==> config.mk <==
export PLATFORM = sky130hd
export DESIGN_NAME = pkt_switch2x2
export DESIGN_NICKNAME = d
export VERILOG_FILES = /design/src/rtl/pktsw_pkg.sv /design/src/rtl/sw_fifo.sv /design/src/rtl/sw_arbiter.sv /design/src/rtl/sw_counter.sv /design/src/rtl/pkt_switch2x2.sv
export SDC_FILE = /design/constraint.sdc
export NUM_CORES = 1
export LEC_CHECK = 0
export BUFFER_PORTS_ARGS = -buffer_cell sky130_fd_sc_hd__buf_2
export CAP_MARGIN = 20
export CORE_UTILIZATION = 25
export DETAILED_ROUTE_END_ITERATION = 8
export HOLD_SLACK_MARGIN = 0.05
export MAX_ROUTING_LAYER = met4
export PLACE_DENSITY = 0.5
export SLEW_MARGIN = 5
export SYNTH_ARGS = -nofsm -noshare
export SYNTH_HDL_FRONTEND = slang
export SYNTH_SLANG_ARGS = --single-unit
==> constraint.sdc <==
create_clock -name clk -period 2.63 [get_ports clk]
set_clock_uncertainty 0.2 [all_clocks]
set_input_delay 0.526 -clock clk [delete_from_list [all_inputs] [get_ports clk]]
set_output_delay 0.526 -clock clk [all_outputs]
set_load 0.005 [all_outputs]
==> src/rtl/pktsw_pkg.sv <==
package pktsw_pkg;

    typedef struct packed {
        logic go;
        logic dst;
        logic hit;
    } lane_t;

    function automatic logic tag_hit(input logic [2:0] b);
        return b == 3'b000;
    endfunction

endpackage

==> src/rtl/sw_fifo.sv <==
module sw_fifo #(
    parameter int W     = 8,
    parameter int DEPTH = 2
) (
    input  logic         clk,
    input  logic         rst,
    input  logic         push,
    input  logic [W-1:0] push_data,
    input  logic         pop,
    output logic [W-1:0] head,
    output logic         empty,
    output logic         full
);
    localparam int AW = (DEPTH > 1) ? $clog2(DEPTH) : 1;
    localparam int CW = $clog2(DEPTH + 1);

    logic [W-1:0]  mem [DEPTH];
    logic [AW-1:0] wp, rp;
    logic [CW-1:0] n;

    function automatic logic [AW-1:0] step_ptr(input logic [AW-1:0] p);
        return (p == AW'(DEPTH - 1)) ? '0 : p + 1'b1;
    endfunction

    always_ff @(posedge clk) begin
        if (push) mem[wp] <= push_data;
    end

    always_ff @(posedge clk) begin
        if (rst) begin
            wp <= '0;
            rp <= '0;
            n  <= '0;
        end else begin
            if (push) wp <= step_ptr(wp);
            if (pop)  rp <= step_ptr(rp);
            case ({push, pop})
                2'b10:   n <= n + 1'b1;
                2'b01:   n <= n - 1'b1;
                default: n <= n;
            endcase
        end
    end

    assign head  = mem[rp];
    assign empty = (n == '0);
    assign full  = (n == CW'(DEPTH));
endmodule

==> src/rtl/sw_arbiter.sv <==
module sw_arbiter
    import pktsw_pkg::*;
(
    input  logic        [1:0] vld,
    input  logic        [1:0] dst,
    input  logic        [1:0] hit,
    input  logic        [1:0] out_full,
    output lane_t       [1:0] lane,
    output logic              inc
);
    logic go0, go1;

    always_comb begin
        go0 = vld[0] && !out_full[dst[0]];
        go1 = vld[1] && !out_full[dst[1]]
              && !(go0 && (dst[0] == dst[1]))
              && !(go0 && hit[0] && hit[1]);
        lane[0] = '{go: go0, dst: dst[0], hit: hit[0]};
        lane[1] = '{go: go1, dst: dst[1], hit: hit[1]};
        inc = (go0 && hit[0]) || (go1 && hit[1]);
    end
endmodule

==> src/rtl/sw_counter.sv <==
module sw_counter #(
    parameter int W = 8
) (
    input  logic         clk,
    input  logic         rst,
    input  logic         inc,
    output logic [W-1:0] value
);
    always_ff @(posedge clk) begin
        if (rst)      value <= '0;
        else if (inc) value <= value + 1'b1;
    end
endmodule

==> src/rtl/pkt_switch2x2.sv <==
module pkt_switch2x2
    import pktsw_pkg::*;
#(
    parameter int PKT_W = 8,
    parameter int DEPTH = 2,
    parameter int CNT_W = 8
) (
    input  logic                  clk,
    input  logic                  rst,
    input  logic [1:0]            in_valid,
    input  logic [1:0][PKT_W-1:0] in_data,
    output logic [1:0]            in_ready,
    output logic [1:0]            out_valid,
    output logic [1:0][PKT_W-1:0] out_data,
    input  logic [1:0]            out_ready,
    output logic [CNT_W-1:0]      count
);
    logic [1:0][PKT_W-1:0] in_head;
    logic [1:0][PKT_W-1:0] out_wdata;
    logic [1:0]            in_empty, in_full;
    logic [1:0]            out_empty, out_full, out_push;
    logic [1:0]            head_dst, head_hit;
    lane_t [1:0]           lane;
    logic                  inc;

    for (genvar i = 0; i < 2; i++) begin : g_in
        sw_fifo #(.W(PKT_W), .DEPTH(DEPTH)) u_in (
            .clk       (clk),
            .rst       (rst),
            .push      (in_valid[i] && !in_full[i]),
            .push_data (in_data[i]),
            .pop       (lane[i].go),
            .head      (in_head[i]),
            .empty     (in_empty[i]),
            .full      (in_full[i])
        );
        assign in_ready[i] = !in_full[i];
        assign head_dst[i] = in_head[i][0];
        assign head_hit[i] = tag_hit(in_head[i][3:1]);
    end

    sw_arbiter u_arb (
        .vld      (~in_empty),
        .dst      (head_dst),
        .hit      (head_hit),
        .out_full (out_full),
        .lane     (lane),
        .inc      (inc)
    );

    for (genvar j = 0; j < 2; j++) begin : g_out
        logic from0, from1;
        assign from0        = lane[0].go && (lane[0].dst == 1'(j));
        assign from1        = lane[1].go && (lane[1].dst == 1'(j));
        assign out_push[j]  = from0 || from1;
        assign out_wdata[j] = from0 ? in_head[0] : in_head[1];

        sw_fifo #(.W(PKT_W), .DEPTH(DEPTH)) u_out (
            .clk       (clk),
            .rst       (rst),
            .push      (out_push[j]),
            .push_data (out_wdata[j]),
            .pop       (out_ready[j] && !out_empty[j]),
            .head      (out_data[j]),
            .empty     (out_empty[j]),
            .full      (out_full[j])
        );
        assign out_valid[j] = !out_empty[j];
    end

    sw_counter #(.W(CNT_W)) u_cnt (
        .clk   (clk),
        .rst   (rst),
        .inc   (inc),
        .value (count)
    );
endmodule

# [Yosys cells after proc, flatten, opt, wreduce, memory -nomap -nowiden]
# Memory sizes are Yosys's and may differ from the RTL's. A register that Yosys moved wholly into a read port is not among the register bits.
# Index checks and enable logic that the tools add are counted.
[word_totals] regBits=24 ramBits=64 in_bits=22 output_inout_bits=28 wordCells=123 mem_count=4
[classes] n_addsub=17 order_cmp=2 n_eq_ne=13 n_mux=34 n_bitwise=3 n_reduce_logical=37
[mem_list] memory="g_in[0].u_in.mem" depth=2 width=8 rd=1 rd_clocked_by_memory_dff=1 wr=1 line_no="sw_fifo.sv:17" text="logic [W-1:0] mem [DEPTH];"
[mem_list] memory="g_in[1].u_in.mem" depth=2 width=8 rd=1 rd_clocked_by_memory_dff=1 wr=1 line_no="sw_fifo.sv:17"
[mem_list] memory="g_out[0].u_out.mem" depth=2 width=8 rd=1 rd_clocked_by_memory_dff=1 wr=1 line_no="sw_fifo.sv:17"
[mem_list] memory="g_out[1].u_out.mem" depth=2 width=8 rd=1 rd_clocked_by_memory_dff=1 wr=1 line_no="sw_fifo.sv:17"
[op_table] op="$mux W1" n=28
[op_table] op="$eq A2 B2 Y1 const B" n=8
[op_table] op="$logic_and A1 B1 Y1" n=16
[op_table] op="$mux W8" n=2
[op_table] op="$pmux W2 S2" n=4
[op_table] op="$add A1 B1 Y1 const B" n=8
[op_table] op="$add A2 B1 Y2 const B" n=4
[op_table] op="$add A8 B1 Y8 const B" n=1
[op_table] op="$eq A2 B1 Y1 const B" n=4
[op_table] op="$logic_not A1 Y1" n=8
[op_table] op="$logic_not A2 Y1" n=4
[op_table] op="$reduce_bool A2 Y1" n=4
[op_table] op="$sub A2 B1 Y2 const B" n=4
[op_table] op="$logic_not A3 Y1" n=2
[op_table] op="$lt A1 B2 Y1 const B" n=2
[op_table] op="$logic_or A1 B1 Y1" n=3
[op_table] op="$not A1 Y1" n=2
[op_table] op="$not A2 Y2" n=1
[op_table] op="$eq A1 B1 Y1" n=1

# [Depth between registers and ports, before layout]
# Gate-level depths: netlist of the first run.
[logic_depth] depth_word=13 depth_mapped=10 ltp_nobuf=8

# [By module]
# From an unflattened synthesis of the first run, not the netlist that was laid out.
[unflattened] cells_unflattened=276 hier_area_um2=3895.0
[modules_own_cells] mod="sw_fifo" n_inst=4 cells_per_inst=47 area_each_um2=780.7 seq_area_each_um2=580.6
[modules_own_cells] mod="sw_counter" n_inst=1 cells_per_inst=37 area_each_um2=339.1 seq_area_each_um2=160.2
[modules_own_cells] mod="pkt_switch2x2" n_inst=1 cells_per_inst=35 area_each_um2=315.3 seq_area_each_um2=0.0
[modules_own_cells] mod="sw_arbiter" n_inst=1 cells_per_inst=16 area_each_um2=117.6 seq_area_each_um2=0.0

# [Worst setup path before layout of the first run]
# Ideal clock, no wire load.
[synth_timing] path_kind="register -> register" startpoint="register with a tool-made name" endpoint="register g_out[0].u_out.n[1]" setup_time_ns=0.070 arrival_ns=2.298 required_time_ns=2.360 slack_ns=0.062 path_stages_with_launch=10 n_path_buf=2 synth_period_minus_slack_ns=2.568 cell_sequence="dfxtp_1 > buf_6 > mux2i_1 > and3_1 > buf_2 > o211ai_1 > a21oi_1 > ha_1 > or3_1 > a21oi_1"
[synth_rtl] element="to (signal assigned)" line_no="sw_fifo.sv:38" text="2'b10: n <= n + 1'b1;"
[synth_rtl] element="to (signal assigned)" line_no="sw_fifo.sv:39" text="2'b01: n <= n - 1'b1;"
[synth_rtl] element="to (signal assigned)" line_no="sw_fifo.sv:40" text="default: n <= n;"
[synth_rtl] element="to (decl)" line_no="sw_fifo.sv:19" text="logic [CW-1:0] n;"

==> reports/metrics.csv, run 1 <==
metric,value,unit
worst path bufs/invs,1,
Longest Clk Path Bufs,2,
Antenna diodes,0,
min-delay worst type,in2reg,
Post-synth top cells,"edfxtp_1, nor2_1, mux2i_1",
Final Hold Viols,0,
Pwr Density,1130,mW/mm²
vias,2476,
largest net degree at the start of global routing,40,
"worst slack, placed",10.2,ps
worst hold path stage count,1,
Worst Hold Path EP,g_in[1].u_in.mem[0][3],
Critical Path Start Type,flip-flop,
final net count,397,
clock root buffer,clkbuf_16,
Worst-Skew Late Latency,340,ps
Synth top area share,48.5,%
Core Area,0.0153,mm²
FILL cells,1577,
WL/cell,13.7,µm
"Reg clk slew, reported paths",70,ps
hold_ws,175,ps
fraction of layout cells with a size suffix above 1,34.7,%
hold_sp,in_data[11],
DRC marker count from the first detailed-route iteration,95,
min setup slack post-route,142,ps
warnings from Yosys,0,
P&R area growth vs syn,25.0,%
Synthesized Nets,326,
"Slew Viols, Final",0,
Post-Syn Area,0.00397,mm²
Slew @ Worst Pin,676,ps
Synth area leader,edfxtp_1,
"Req. time, crit path",2690,ps
Placed Cells,567,
Reg2Reg Setup Slack,140,ps
#FFs+latches synth,92,
vias per cell,4.23,
gr ovfl total,0,
cts bufs inserted,9,
ys flop type,edfxtp_1,
Final ANT Viol Nets,0,
family with the most delay on the worst path,compound AO/OA/AOI/OAI gates,
Max Cap Viol,0,
Unique masters post-synth,35,
Routed WL,8040,µm
GRT Total Usage,10.4,%
global placement routability congestion,0.708,
Crit path arrival time,2550,ps
static leakage,1.89,nW
Rel. slew slack,54.8,%
crit path kind,reg2reg,
Post-CTS Hold Buffers,0,
DP HPWL,5910,µm
crit share post-route,94.6,%
Die X-Extent,128,µm
outcome,"complete, no violations",
global-route wire length before repair,12400,µm
CTS Sinks,92,
initial antenna violation count,0,
FP Rows,45,
# H-tree levels,3,
Non-Filler Instances,586,
crit-path cells,"buf_6, mux2i_2, and3_4, o211ai_1, a21oi_2, ha_4, or3_1, a21oi_1",
final setup violating endpoints,0,
I/O pin cnt,50,
DIE AREA,0.0164,mm²
reg2reg end,g_out[0].u_out.n[1],
CP max stage delay,370,ps
fin crit period,2490,ps
DRC viols,0,
async set-reset flop share out of synthesis,0,%
cell with the most instances after synthesis,edfxtp_1,
top area cells in the synthesized netlist,"edfxtp_1, dfxtp_1, mux2i_1",
Die Ht,128,µm
Post-Syn Instances,299,
first-pass detailed-route iteration total,4,
CP max FO,7,
maximum clock frequency,402,MHz
R2R depth,8,
number of global-route vias before repair,2398,
sequential fraction of the synthesis area,62.6,%
Worst VDD drop,299,µV
"EDFF count, synth",64,
Critical-path top delay cell,or3_1,
IO Port Bufs,49,
CP Capture Type,flip-flop,
syn avg cell area,13.3,µm²
CTS tree,done,
Starting Density,25.9,%
power breakdown:
| group | total, mW | leakage [nW] | internal (mW) | switching (mW) |
|---|---|---|---|---|
| registers | 2.23 | 0.824 | 2.05 | 0.177 |
| clock network | 1.30 | 0.147 | 0.768 | 0.536 |
| logic | 2.06 | 0.921 | 0.992 | 1.06 |
through the flow:
stage               utilization [%]  power, mW  TNS [ps]  cell area (µm²)
floorplan                         -       3.48         0             3970
global placement               29.8       4.13         0             4560
detailed placement             29.8       4.20         0             4560
CTS                            31.8       5.54         0             4870
global route                   32.4       5.96     -40.8             4950
finish                         32.4       5.59         0             4950
metal layers:
layer / global-route usage (%) / vias up / share of wire, % / wire length (µm)
li1: - / 1239 / - / -
met1: 13.8 / 1175 / 50 / 4050
met2: 15.2 / 55 / 44 / 3520
met3: 2.50 / 7 / 4.3 / 346
met4: 4.43 / 0 / 1.6 / 125
met5: - / - / 0 / 0
sequential cells by signal, summed over array words and instances, names as in the netlist, named ones only:
register	flops
g_in.u_in.n	4
g_in.u_in.wp	2
g_out.u_out.wp	2
g_out.u_out.n	4
g_in.u_in.mem	32
g_out.u_out.mem	32
g_in.u_in.rp	2
u_cnt.value	8
g_out.u_out.rp	2
kinds of logic (layout without fill, tap and decap cells):
kind of cell	after synthesis	in the layout	synth area share, %
fa+ha+maj	5	5	1.58
flops	92	92	62.6
simple gates	89	89	11.2
buf+inv	13	89	1.67
mux	56	56	14.9
compound gates	31	31	5.11
xor+xnor	13	13	2.87
cell type report:
cell class	count	area, µm²	share of cell area, %
flip-flops and latches	92	2480	50.2
multi-input cells	194	1480	29.9
repair buffers	71	414	8.36
well taps	211	264	5.33
clock buffers	11	243	4.90
clock inverters	5	60.1	1.21
inverters	2	7.51	0.152
worst max path at each step:
stage / endpoint / start / cells past startpoint / slack [ps]
final: g_out[0].u_out.n[1] / flip-flop / 8 / 140
after floorplan: g_out[0].u_out.n[1] / flip-flop / 9 / 60
after global routing: g_out[1].u_out.n[1] / g_in[0].u_in.n[0] / 8 / -20
after CTS: g_out[1].u_out.n[1] / flip-flop / 8 / 10
after detailed placement: g_out[1].u_out.n[1] / flip-flop / 8 / 10
after global placement: g_out[1].u_out.n[1] / flip-flop / 8 / 130
layout by cell type, fill, tap and decap left out, types with 2 or more instances in the layout:
cell type,instances
mux2i_1,27
buf_2,49
or3_1,5
clkbuf_16,9
or2_2,3
o21ai_0,8
ha_1,3
nand2_1,11
inv_1,2
xor2_1,6
nor2_1,32
nand3_1,5
ha_4,2
dfxtp_1,26
o211ai_1,5
nor3_1,4
and2_1,2
mux2_2,25
a21oi_2,2
inv_6,2
and3_1,3
nand2b_1,8
edfxtp_1,64
mux2i_2,4
xnor2_1,7
o22ai_1,3
buf_4,21
dfxtp_2,2
nor2b_1,10
a21oi_1,7
nor3_2,2
timing repair:
| action | 4_1_cts | 5_1_grt |
|---|---|---|
| setup buffers | 0 | 3 |
| resized for setup | 2 | 12 |
| pin swaps | 0 | 3 |
| setup endpoints to repair | 2 | 3 |
| endpoints found under the hold margin | 0 | 0 |
No activity file was read; power rests on OpenSTA's default activity.
==> run 2: changes to the inputs <==
--- a/config.mk
+++ b/config.mk
@@ -12,6 +12,7 @@
 export HOLD_SLACK_MARGIN = 0.05
 export MAX_ROUTING_LAYER = met4
 export PLACE_DENSITY = 0.5
+export RECOVER_POWER = 100
 export SLEW_MARGIN = 5
 export SYNTH_ARGS = -nofsm -noshare
 export SYNTH_HDL_FRONTEND = slang
==> reports/metrics.csv, run 2 (synthesis gave the netlist of run 1 again) <==
metric,value,unit
outcome,"complete, no violations",
Max Cap Viol,0,
clock root buffer,clkbuf_16,
# H-tree levels,3,
WL/cell,13.8,µm
Worst-Skew Late Latency,340,ps
"Reg clk slew, reported paths",70,ps
global placement routability congestion,0.708,
Crit path arrival time,2550,ps
final net count,397,
"Req. time, crit path",2690,ps
R2R depth,8,
fin crit period,2490,ps
"Core Util, Final",32.1,%
CTS tree,done,
maximum clock frequency,402,MHz
final setup violating endpoints,0,
GRT Total Usage,10.4,%
Worst setup endpoint,g_out[0].u_out.n[1],
Switch Pwr,1.78,mW
Core Area,0.0153,mm²
Die X-Extent,128,µm
Reg2Reg Setup Slack,140,ps
reg2reg end,g_out[0].u_out.n[1],
crit path kind,reg2reg,
"Slew Viols, Final",0,
Antenna diodes,0,
I/O pin cnt,50,
WL met1,4080,µm
Starting Density,25.9,%
Routed WL,8060,µm
number of global-route vias before repair,2398,
P&R area growth vs syn,24.0,%
overall power,5.55,mW
Reg power frac,40.1,%
vias per cell,4.22,
DRC viols,0,
FP Rows,45,
Longest Clk Path Bufs,2,
cts bufs inserted,9,
initial antenna violation count,0,
Slew @ Worst Pin,682,ps
gr ovfl total,0,
"most common cell after layout, fill and taps aside",edfxtp_1,
"worst slack, placed",10.2,ps
Rel. slew slack,54.4,%
DRC marker count from the first detailed-route iteration,82,
TNS Setup,0,ps
static leakage,1.84,nW
Final ANT Viol Nets,0,
CTS Sinks,92,
switching share of power,32.0,%
Worst VDD drop,300,µV
WL met3,331,µm
Regs by FF count,"g_in.u_in.mem: 32 flops, g_out.u_out.mem: 32 flops, u_cnt.value: 8 flops",
DIE AREA,0.0164,mm²
Logic pwr share,36.4,%
DP HPWL,5910,µm
global-route wire length before repair,12400,µm
first-pass detailed-route iteration total,4,
Critical Path Start Type,flip-flop,
Placed Cells,567,
crit share post-route,94.6,%
Pwr Density,1130,mW/mm²
met2 WL,3530,µm
Post-CTS Hold Buffers,0,
vias,2470,
"commonest non-fill, non-tap cells in the layout","edfxtp_1, buf_2, nor2_1, mux2i_1, dfxtp_1",
CP max FO,7,
min setup slack post-route,142,ps
IO Port Bufs,49,
CP Capture Type,flip-flop,
min-delay worst type,in2reg,
largest net degree at the start of global routing,40,
DR top layer,met4,
Non-Filler Instances,586,
fraction of layout cells with a size suffix above 1,29.6,%
clock share of power,23.5,%
cell internal pwr,3.78,mW
Die Ht,128,µm
Final Hold Viols,0,
==> run 2: critical path, cell delays in order, from the launching register on <==
cell      delay (ps)
dfxtp_2          350
buf_6            150
mux2i_2          250
and3_4           220
o211ai_1         190
a21oi_2          290
ha_4             240
or3_1            370
a21oi_1          140
==> run 2: timing repair <==
item	in CTS	in global routing
pin swaps	0	3
endpoints found under the setup margin	2	3
gates resized for setup	2	12
buffers inserted	0	3
gates cloned	0	0
==> run 2: worst min path at each step <==
| stage | startpoint | to | slack (ps) | cells after the start |
|---|---|---|---|---|
| 2_1_floorplan | g_out[1].u_out.n[1] | g_out[1].u_out.n[1] | 260 | 2 |
| 3_3_place_gp | g_out[1].u_out.n[1] | g_out[1].u_out.n[1] | 280 | 2 |
| 5_1_grt | in_data[11] | g_in[1].u_in.mem[0][3] | 160 | 1 |
| 4_1_cts | in_data[5] | g_in[0].u_in.mem[0][5] | 160 | 1 |
| 3_5_place_dp | g_out[1].u_out.n[1] | g_out[1].u_out.n[1] | 300 | 2 |
| 6_report | in_data[11] | g_in[1].u_in.mem[0][3] | 180 | 1 |
==> run 2: area by class of cell <==
cell class | count | area (µm²)
fill | 1588 | 10400
inverter | 2 | 7.51
timing repair buffer | 71 | 382
sequential | 92 | 2480
multi-input combinational | 194 | 1480
clock inverter | 5 | 60.1
clock buffer | 11 | 243
tap | 211 | 264
==> run 2: layer usage <==
metal | GRT usage, % | up-vias
met4 | 4.43 | 0
met5 | - | -
met1 | 13.8 | 1170
li1 | - | 1237
met3 | 2.50 | 7
met2 | 15.2 | 56
==> run 2: power by group through the flow <==
stage | registers (mW) | clock network, mW | logic [mW]
floorplan | 2.18 | 0 | 1.30
global placement | 2.24 | 0 | 1.90
detailed placement | 2.25 | 0 | 1.94
CTS | 2.22 | 1.34 | 1.97
global route | 2.27 | 1.40 | 2.25
finish | 2.23 | 1.30 | 2.02
==> run 2: stage by stage <==
step	hold slack [ps]	instance area, µm²
after floorplan	262	3970
after global placement	275	4560
after detailed placement	298	4560
after CTS	162	4870
after global routing	162	4920
final	175	4920
==> run 3: changes to the inputs <==
==> constraint.sdc (replaced) <==
create_clock -name clk -period 2 [get_ports clk]
set_clock_uncertainty 0.2 [all_clocks]
set_input_delay 0.4 -clock clk [delete_from_list [all_inputs] [get_ports clk]]
set_output_delay 0.4 -clock clk [all_outputs]
set_load 0.005 [all_outputs]
==> reports/metrics.csv, run 3 (synthesis gave the netlist of run 1 again) <==
metric,value,unit
initial antenna violation count,0,
Critical-path top delay cell,o211ai_1,
fin crit period,2430,ps
clock root buffer,clkbuf_16,
DRC viols,0,
Pwr Density,1520,mW/mm²
CTS tree,done,
DIE AREA,0.0164,mm²
Regs by FF count,"g_in.u_in.mem: 32 flops, g_out.u_out.mem: 32 flops, u_cnt.value: 8 flops",
crit-path cells,"mux2i_4, and3_1, o211ai_1, a21oi_2, ha_4, xnor2_4, or3_1, a21oi_1",
gr ovfl total,0,
Die X-Extent,128,µm
Worst VDD drop,581,µV
cts bufs inserted,9,
TNS Setup,-13050,ps
"commonest non-fill, non-tap cells in the layout","edfxtp_1, buf_4, clkbuf_1, nor2_1, mux2i_1",
family with the most delay on the worst path,compound AO/OA/AOI/OAI gates,
final net count,444,
RSZ-0062 raised after global routing,yes,
Slew @ Worst Pin,519,ps
overall power,8.45,mW
CTS Sinks,92,
crit path kind,reg2reg,
static leakage,2.06,nW
I/O pin cnt,50,
Critical Path Start Type,flip-flop,
Worst-Skew Late Latency,340,ps
min-delay worst type,in2reg,
Routed WL,9020,µm
Max Cap Viol,0,
global-route wire length before repair,14400,µm
Final ANT Viol Nets,0,
"Req. time, crit path",2060,ps
largest net degree at the start of global routing,28,
final setup violating endpoints,65,
CP max stage delay,440,ps
Starting Density,25.9,%
min setup slack post-route,-432,ps
FP Rows,45,
FILL cells,1533,
Die Ht,128,µm
GRT Total Usage,12.0,%
number of global-route vias before repair,2846,
CP max FO,4,
worst path bufs/invs,0,
P&R area growth vs syn,39.9,%
maximum clock frequency,411,MHz
Core Area,0.0153,mm²
Longest Clk Path Bufs,2,
vias per cell,4.28,
# H-tree levels,3,
global placement routability congestion,0.752,
"Reg clk slew, reported paths",70,ps
IO Port Bufs,49,
DRC marker count from the first detailed-route iteration,105,
first-pass detailed-route iteration total,4,
Antenna diodes,0,
"Slew Viols, Final",0,
failing checks,setup timing,
outcome,finished with violations,
Rel. slew slack,65.2,%
Final Hold Viols,0,
WL/cell,14.2,µm
"most common cell after layout, fill and taps aside",edfxtp_1,
vias,2712,
CP Capture Type,flip-flop,
Crit path arrival time,2500,ps
fraction of layout cells with a size suffix above 1,38.2,%
DP HPWL,6530,µm
crit share post-route,122,%
## run 3: cell types whose count changed in the layout (fill, tap and decap cells not counted), moves of 5 or more
cell | previous run | this run
buf_2 | 35 | 21
buf_4 | 17 | 39
buf_6 | 1 | 16
clkbuf_1 | 19 | 36
dlygate4sd3_1 | 0 | 5
mux2_2 | 25 | 20
o21ai_0 | 8 | 3
## run 3: worst register-to-register path, cell delays in order, from the launching register on
cell	delay, ps
dfxtp_4	360
mux2i_4	210
and3_1	210
o211ai_1	440
a21oi_2	160
ha_4	210
xnor2_4	120
or3_1	310
a21oi_1	140
## run 3: metal layers
| layer | part of all wire [%] | global-route usage (%) | up-vias |
|---|---|---|---|
| met5 | 0 | - | - |
| met4 | 2.0 | 3.67 | 0 |
| met3 | 3.2 | 2.96 | 13 |
| met2 | 50 | 20.5 | 44 |
| met1 | 45 | 13.9 | 1326 |
| li1 | - | - | 1329 |
## run 3: repair_timing
item | CTS | global route
pin swaps | 18 | 11
endpoints found under the setup margin | 81 | 60
hold buffers | 5 | 0
hold endpoints to repair | 10 | 0
resized for setup | 42 | 27
setup buffers | 17 | 8
## run 3: cell type report
cell class,count,area [µm²],share of cell area (%)
Timing Repair Buffer,118,774,14.0
Inverter,2,7.51,0.135
Clock inverter,1,30.0,0.541
Multi-Input combinational cell,194,1700,30.7
Clock buffer,15,278,5.01
Sequential cell,92,2490,44.9
Tap cell,211,264,4.76
## run 3: power breakdown
part / switching, mW / internal (mW) / total, mW
clock network: 0.664 / 1.07 / 1.74
logic: 1.79 / 1.97 / 3.76
registers: 0.250 / 2.71 / 2.96
total: 2.70 / 5.75 / 8.45
## run 3: final timing paths
check,start,to,slack (ps),cells after the start
setup / recovery,flip-flop,g_out[0].u_out.n[1],-430,8
hold / removal,in_data[0],g_in[0].u_in.mem[1][0],90,1
setup reg to reg,flip-flop,g_out[0].u_out.n[1],-430,8
hold reg to reg,g_in[0].u_in.rp,flip-flop,310,2
## run 3: through the flow
| step | utilization, % | area [µm²] | hold slack (ps) | setup slack, ps | cells |
|---|---|---|---|---|---|
| final | 36.2 | 5550 | 87.5 | -432 | 633 |
| after global routing | 36.2 | 5550 | 89.1 | -510 | 633 |
| after CTS | 35.8 | 5490 | 53.5 | -363 | 631 |
| after detailed placement | 31.8 | 4870 | 303 | -487 | 597 |
| after global placement | 31.8 | 4870 | 296 | -440 | 597 |
| after floorplan | - | 4060 | 265 | -489 | 299 |
